==> src/rtl/isu_pkg.sv <==
package isu_pkg;
    typedef enum logic [1:0] {
        U_IDLE = 2'd0,
        U_EXEC = 2'd1,
        U_WRBK = 2'd2
    } unit_state_e;
endpackage

==> src/rtl/isu_exec_slot.sv <==
module isu_exec_slot
    import isu_pkg::*;
#(
    parameter int NUM_REGS    = 16,
    parameter int EXEC_CYCLES = 3,
    parameter int WB_CYCLES   = 2,
    localparam int RW   = $clog2(NUM_REGS),
    localparam int MAXC = (EXEC_CYCLES > WB_CYCLES) ? EXEC_CYCLES : WB_CYCLES,
    localparam int CW   = $clog2(MAXC + 1)
) (
    input  logic                clk,
    input  logic                rst_n,
    input  logic                start,
    input  logic [RW-1:0]       dst_in,
    output logic                occupied,
    output logic [NUM_REGS-1:0] clr_onehot
);
    unit_state_e   state_q, state_nx;
    logic [CW-1:0] cnt_q, cnt_nx;
    logic [RW-1:0] dst_q;
    logic          last_wb;

    always_ff @(posedge clk) begin
        if (!rst_n) begin
            state_q <= U_IDLE;
            cnt_q   <= '0;
            dst_q   <= '0;
        end else begin
            state_q <= state_nx;
            cnt_q   <= cnt_nx;
            if (start) dst_q <= dst_in;
        end
    end

    always_comb begin
        state_nx = state_q;
        cnt_nx   = cnt_q;
        unique case (state_q)
            U_IDLE: begin
                cnt_nx = '0;
                if (start) state_nx = U_EXEC;
            end
            U_EXEC: begin
                if (cnt_q == CW'(EXEC_CYCLES - 1)) begin
                    state_nx = U_WRBK;
                    cnt_nx   = '0;
                end else begin
                    cnt_nx = cnt_q + 1'b1;
                end
            end
            U_WRBK: begin
                if (cnt_q == CW'(WB_CYCLES - 1)) begin
                    state_nx = U_IDLE;
                    cnt_nx   = '0;
                end else begin
                    cnt_nx = cnt_q + 1'b1;
                end
            end
            default: begin
                state_nx = U_IDLE;
                cnt_nx   = '0;
            end
        endcase
    end

    always_comb begin
        occupied   = (state_q != U_IDLE);
        last_wb    = (state_q == U_WRBK) && (cnt_q == CW'(WB_CYCLES - 1));
        clr_onehot = '0;
        if (last_wb) clr_onehot[dst_q] = 1'b1;
    end
endmodule

==> src/rtl/isu_unit_pick.sv <==
module isu_unit_pick #(
    parameter int NUM_UNITS = 3
) (
    input  logic [NUM_UNITS-1:0] free,
    output logic [NUM_UNITS-1:0] grant
);
    logic taken;

    always_comb begin
        grant = '0;
        taken = 1'b0;
        for (int i = 0; i < NUM_UNITS; i++) begin
            if (free[i] && !taken) begin
                grant[i] = 1'b1;
                taken    = 1'b1;
            end
        end
    end
endmodule

==> src/rtl/isu_scoreboard.sv <==
module isu_scoreboard #(
    parameter int NUM_REGS = 16,
    localparam int RW = $clog2(NUM_REGS)
) (
    input  logic                clk,
    input  logic                rst_n,
    input  logic                set_en,
    input  logic [RW-1:0]       set_idx,
    input  logic [NUM_REGS-1:0] clr_vec,
    output logic [NUM_REGS-1:0] busy_q,
    output logic [NUM_REGS-1:0] busy_eff
);
    logic [NUM_REGS-1:0] set_vec;

    always_comb begin
        set_vec = '0;
        if (set_en) set_vec[set_idx] = 1'b1;
        busy_eff = busy_q & ~clr_vec;
    end

    always_ff @(posedge clk) begin
        if (!rst_n) busy_q <= '0;
        else        busy_q <= (busy_q & ~clr_vec) | set_vec;
    end
endmodule

==> src/rtl/issue_interlock.sv <==
module issue_interlock #(
    parameter int NUM_REGS    = 16,
    parameter int NUM_UNITS   = 3,
    parameter int EXEC_CYCLES = 3,
    parameter int WB_CYCLES   = 2,
    localparam int RW = $clog2(NUM_REGS)
) (
    input  logic                 clk,
    input  logic                 rst_n,
    input  logic                 dec_valid,
    input  logic [RW-1:0]        dec_src_a,
    input  logic [RW-1:0]        dec_src_b,
    input  logic [RW-1:0]        dec_dst,
    output logic                 dec_stall,
    output logic [NUM_UNITS-1:0] disp_sel,
    output logic [NUM_REGS-1:0]  reg_busy
);
    logic [NUM_UNITS-1:0]               unit_busy;
    logic [NUM_UNITS-1:0]               grant;
    logic [NUM_UNITS-1:0][NUM_REGS-1:0] clr_per;
    logic [NUM_REGS-1:0]                clr_vec;
    logic [NUM_REGS-1:0]                busy_eff;
    logic                               hazard;
    logic                               fire;

    for (genvar u = 0; u < NUM_UNITS; u++) begin : g_unit
        isu_exec_slot #(
            .NUM_REGS   (NUM_REGS),
            .EXEC_CYCLES(EXEC_CYCLES),
            .WB_CYCLES  (WB_CYCLES)
        ) u_slot (
            .clk       (clk),
            .rst_n     (rst_n),
            .start     (disp_sel[u]),
            .dst_in    (dec_dst),
            .occupied  (unit_busy[u]),
            .clr_onehot(clr_per[u])
        );
    end

    always_comb begin
        clr_vec = '0;
        for (int u = 0; u < NUM_UNITS; u++) clr_vec = clr_vec | clr_per[u];
    end

    isu_unit_pick #(.NUM_UNITS(NUM_UNITS)) u_pick (
        .free (~unit_busy),
        .grant(grant)
    );

    isu_scoreboard #(.NUM_REGS(NUM_REGS)) u_sb (
        .clk     (clk),
        .rst_n   (rst_n),
        .set_en  (fire),
        .set_idx (dec_dst),
        .clr_vec (clr_vec),
        .busy_q  (reg_busy),
        .busy_eff(busy_eff)
    );

    always_comb begin
        hazard    = busy_eff[dec_src_a] | busy_eff[dec_src_b] | busy_eff[dec_dst];
        dec_stall = dec_valid && (hazard || (&unit_busy));
        fire      = dec_valid && !dec_stall;
        disp_sel  = fire ? grant : '0;
    end
endmodule

==> config.mk <==
export PLATFORM = sky130hd
export DESIGN_NAME = issue_interlock
export DESIGN_NICKNAME = d
export VERILOG_FILES = /design/src/rtl/isu_pkg.sv /design/src/rtl/isu_exec_slot.sv /design/src/rtl/isu_unit_pick.sv /design/src/rtl/isu_scoreboard.sv /design/src/rtl/issue_interlock.sv
export SDC_FILE = /design/constraint.sdc
export NUM_CORES = 1
export LEC_CHECK = 0
export ABC_AREA = 1
export BUFFER_PORTS_ARGS = -buffer_cell sky130_fd_sc_hd__clkbuf_2
export CAP_MARGIN = 20
export CORE_MARGIN = 2
export CORE_UTILIZATION = 43
export CTS_CLUSTER_DIAMETER = 50
export CTS_CLUSTER_SIZE = 25
export DETAILED_ROUTE_END_ITERATION = 6
export GPL_TIMING_DRIVEN = 0
export PLACE_DENSITY_LB_ADDON = 0.05
export SLEW_MARGIN = 30
export SYNTH_ARGS = -nofsm -noshare
export SYNTH_HDL_FRONTEND = slang
export SYNTH_SLANG_ARGS = --single-unit
==> constraint.sdc <==
create_clock -name clk -period 5.1 [get_ports clk]
set_input_delay 1.275 -clock clk [delete_from_list [all_inputs] [get_ports clk]]
set_output_delay 1.275 -clock clk [all_outputs]
set_load 0.005 [all_outputs]
Word-level counts from Yosys, hierarchy flattened
Cells that the tools add are included.
- register bits: 40
- input port bits: 15
- output and inout port bits: 20
- word-level logic and storage cells: 121
- add/sub/neg operators: 3
- magnitude comparators: 10
- equal/unequal tests: 21
- muxes and demuxes: 44
- bitwise operators: 8
- reduce and logical (&&, ||, !) cells: 25
- operators by type and width (cell ; count):
    2-to-1 mux 16 bit ; 4
    OR 16 bit ; 3
    less-than comparator 4 x 5 -> 1 bit, second input constant ; 6
    2-to-1 mux 2 bit ; 15
    one-hot mux 2 bit (3 select lines) ; 3
    bitwise AND 16 bit ; 1
    demux 1 bit (select 4 bit) ; 4
    >= comparator 4 x 1 -> 1 bit, second input constant ; 4
    NOT 16 bit ; 1
    binary-select mux 1 bit (select 4 bit) ; 3
    equality test 2 x 1 -> 1 bit, second input constant ; 6
    equality test 2 bit, second input constant ; 6
    inequality test 2 x 1 -> 1 bit, second input constant ; 6
    one-hot mux 2 bit (2 select lines) ; 3
    AND reduction 3 bit ; 4
    logical AND 1 bit ; 11
    2-to-1 mux 1 bit ; 11
    adder 2 x 1 -> 2 bit, second input constant ; 3
    zero test 2 bit ; 3
    inequality test 2 bit, second input constant ; 3
    nonzero test 2 bit ; 3
    zero test 1 bit ; 3
    2-to-1 mux 3 bit ; 1
    NOT 3 bit ; 1
    2 further kinds ; 3

Depth between registers and ports, before layout
- depth in word-level cells: 20
- gate-level depth with buffers: 19
- gate-level depth less buffers: 19

Modules after synthesis
A second synthesis with hierarchy kept.
- cells, all modules: 516
- area, all modules: 3055.4 um2
- by module, submodules not included (module ; times used ; cells an instance ; area an instance (um2) ; sequential area each (um2)):
    isu_exec_slot (g_unit[0].u_slot ...) ; 2 ; 83 ; 514.2 ; 160.2
    isu_scoreboard ; 1 ; 113 ; 743.2 ; 320.3
    issue_interlock ; 1 ; 151 ; 719.4 ; 0.0
    isu_exec_slot (g_unit[2].u_slot) ; 1 ; 81 ; 536.8 ; 160.2
    isu_unit_pick ; 1 ; 5 ; 27.5 ; 0.0

Worst setup path after synthesis
Ideal clock, no wire load.
- path kind: input-to-output
- start: input port dec_dst[1]
- end: output port disp_sel[0]
- data arrival time: 2.685 ns
- required time: 3.825 ns
- path slack: 1.140 ns
- stages: 14
- path buffers: 2
- path through: clkbuf_1 -> nor2_1 -> nand3_1 -> nand2_1 -> nor2_1 -> nor2_1 -> nor2_1 -> nand2_1 -> nor2_2 -> nand3_2 -> clkinv_2 -> nand2_4 -> clkinv_2 -> buf_4
- cells in the longest elaborated chain, start to end: 8
- ends and longest elaborated chain (what ; RTL line ; source):
    from (decl) ; issue_interlock.sv:13 ; input logic [RW-1:0] dec_dst,
    binary-select mux 1 bit (select 4 bit) ; issue_interlock.sv:62 ; hazard = busy_eff[dec_src_a] | busy_eff[dec_src_b] | busy_eff[dec_dst];
    2-to-1 mux 1 bit (not written as such) ; issue_interlock.sv:62 ;
    OR 1 bit ; issue_interlock.sv:62 ;
    logical OR 1 bit ; issue_interlock.sv:63 ; dec_stall = dec_valid && (hazard || (&unit_busy));
    logical AND 1 bit ; issue_interlock.sv:63 ;
    zero test 1 bit ; issue_interlock.sv:64 ; fire = dec_valid && !dec_stall;
    logical AND 1 bit ; issue_interlock.sv:64 ;
    2-to-1 mux 3 bit ; issue_interlock.sv:65 ; disp_sel = fire ? grant : '0;
    to (decl) ; issue_interlock.sv:15 ; output logic [NUM_UNITS-1:0] disp_sel,
Every way passes these cells. The select of a mux whose other input is x is not followed.

Worst setup path in the final report
- start: input port dec_dst[1]
- end: output port disp_sel[1]
The elaborated chain is that of the path after synthesis.

==> reports/metrics.yaml <==
critPathTopFamily: "simple AND/OR/NAND/NOR gates"
max-vdd-ir-drop_uv: 187
hold_violations: 0
synth_xor_area_share_pct: 0
synth_compound_area_share_pct: 9.92
min_path_cells: 2
crit_chain: "clkbuf_1 -> nor2_1 -> nand2_1 -> o21ai_1 -> inv_1 -> nand3_1 -> nor2_1 -> nand3_1 -> nor2_1 -> nand3_1 -> inv_1 -> buf_4 -> clkbuf_2"
grt_pass1_wl_um: 14800
antenna_left: 0
track_usage_pct: 25.0
drtIter0Drc: 277
grt_busiest_layer: "met2"
rows: 30
root_buffer: "clkbuf_8"
grt_pass1_vias: 3062
drt_first_pass_iters: 5
clock_path_buffers: 2
synth_area_per_cell_um2: 5.62
cts_sinks: 40
synthTopCellsByArea: "dfxtp_1 (26%), nand2_1 (18%), nor2_1 (14%)"
cp_data_required_time_ps: 3830
crit_buf_inv: 5
slew_violations: 0
drc: 0
grtUsageMet2_pct: 42.7
area.growth.synth_to_final_pct: 12.7
whs_ps: 497
worstSetupPathType: "in2out"
slew-limit-headroom_pct: 55.6
fin_nets: 612
fmax_mhz: 214
grt.met1_usage_pct: 32.8
ys_top_cells_by_count: "nand2_1 (147), nor2_1 (112), inv_1 (78), nand3_1 (64), dfxtp_1 (40)"
worstPathArrival_ps: 3400
finalWirelength_um: 9290
yosys_warnings: 0
ys_seq_area_share_pct: 25.9
synthAdderAreaFrac_pct: 4.05
cap_violations: 0
clk_pin_slew_ps: 80
fp.dieArea_um2: 7880
final-setup-viol-count: 0
antenna_found_initial: 0
ff2ff_setup_slack_ps: 2170
dieHeight_um: 88.8
crit_path_start_kind: "input pin"
p_leak_nw: 1.59
endpoint_kind: "output port"
total_power_mw: 1.02
rsz0062_at_grt: "false"
drive_gt1_share_pct: 10.9
ctsHoldBuffers: 0
synth_ff_type: "dfxtp_1"
initial_core_util_pct: 45.0
path_max_fanout: 9
r2r-end: "g_unit[1].u_slot.dst_q[0]$_SDFFE_PN0P_"
grt_start_max_net_pins: 14
cts_resized: 0
period_share_pct: 91.7
rr_worst_depth: 16
cts_inserted_buffers: 5
cts_tree: "done"
die_x_um: 88.8
insertion_delay_ps: 310
portBuffers: 30
vias: 3422
boundaryPins: 35
period_minus_slack_ps: 4680
grt_remaining_overflow: 0
status: "finished clean"
post-route-util_pct: 50.7
netlist_area_um2: 3090
synth_cell_types: 28
cp_slowest_cell: "clkbuf_1"
yosysTopAreaCell: "dfxtp_1"
synth_top_family_by_area: "simple AND/OR/NAND/NOR gates"
max_stage_delay_ps: 350
finClkSkew_ps: 11.8
viasPerCell: 5.00
post_drt_wl_per_cell_um: 13.6
place_hpwl_um: 7360
met3_usage_pct: 3.17
final.setup.tns_ps: 0
synth-simple-area-share_pct: 47.1
synth-edff-count: 0
muxShareOfSynthArea_pct: 0
holdPathEnd: "g_unit[2].u_slot.cnt_q[1]$_SDFF_PN0_"
worstMarginPinSlew_ps: 667
place_congestion: 0.929
syn_inst: 550
post_cts_buffers: 0
synthArstFlopShare_pct: 0
r2r_start: "g_unit[1].u_slot.state_q[0]$_SDFFE_PN0P_"
antenna_cells: 0
hp-class: "reg2reg"
hp-start: "g_unit[2].u_slot.cnt_q[1]$_SDFF_PN0_"
powerDensity_nw_per_um2: 294
yosysMostFrequentCell: "nand2_1"
synth_top_area_share_pct: 25.9
synth_nets: 575
ys_ff_latch: 40
fp.coreArea_um2: 6870
cts_max_level: 2
[cell type report]
cell class	count	area (um2)
clock buffers	6	82.6
fillers	773	3390
repair buffers	30	150
plain buffers	14	87.6
clock inverters	2	38.8
multi-input cells	413	1890
well taps	96	120
flip-flops and latches	40	801
inverters	83	314
[power by group]
group          total (mW)  leakage [nW]  internal, mW  switching, mW
logic               0.358          1.21         0.121          0.237
registers           0.377         0.324         0.346         0.0304
clock network       0.288        0.0614         0.160          0.128
total                1.02          1.59         0.628          0.395
[state kept, by name, indices dropped and copies added, names as in the netlist]
| name | count |
|---|---|
| g_unit.u_slot.cnt_q | 6 |
| g_unit.u_slot.dst_q | 12 |
| g_unit.u_slot.state_q | 6 |
| u_sb.busy_q | 16 |
[cell usage in the layout (no fill, tap or decap), drive strengths merged]
master / count
ha: 10
o22ai: 1
a21boi: 3
buf: 7
nand4: 3
nand2: 149
nor3: 5
bufinv: 1
inv: 81
o21a: 2
clkbuf: 43
a211oi: 1
nor2: 119
o21ai: 15
dfxtp: 40
clkinv: 3
and2: 1
a21oi: 36
nand3: 68
[worst max-delay path by stage]
| stage | startpoint | end | slack (ps) | cells after the start |
|---|---|---|---|---|
| final | dec_dst[1] | disp_sel[1] | 420 | 13 |
| after global routing | dec_dst[1] | disp_sel[1] | 110 | 13 |
| after CTS | dec_dst[1] | disp_sel[1] | 420 | 13 |
| after detailed placement | dec_dst[1] | disp_sel[1] | 450 | 13 |
| after global placement | dec_dst[1] | disp_sel[1] | 470 | 13 |
| after floorplan | dec_dst[1] | disp_sel[0] | 1140 | 14 |
[stage by stage]
stage / worst slack (ps) / cell area [um2] / std cells
5_1_grt: 111 / 3480 / 684
3_5_place_dp: 452 / 3360 / 676
4_1_cts: 420 / 3480 / 684
3_3_place_gp: 470 / 3360 / 676
6_report: 422 / 3480 / 684
2_1_floorplan: 1140 / 3090 / 550
[worst reg2reg max path, cell delays in order (launching register included)]
cell and delay, ps:
dfxtp_1 340, inv_1 80, ha_1 220, nand3_2 230
buf_6 220, nor2_1 180, nor2_1 110, nand2_1 160
nand2_1 70, nand3_1 80, nand3_1 80, nand3_1 110
nand3_1 100, nor2_1 200, nand3_1 340, o21ai_0 260
a21oi_1 60
[cell families after synthesis]
group	after synthesis
buf+inv	97
simple gates	345
compound gates	58
flops	40
fa+ha+maj	10
[routing by layer]
metal  routed length [um]  up-vias  part of all wire [%]
met1                 4310     1507                    46
met2                 4320      114                    46
met3                  436       16                   4.7
met4                  220        0                   2.4
li1                     -     1785                     -
met5                    0        -                     0
Power figures use the tool's default switching activity.
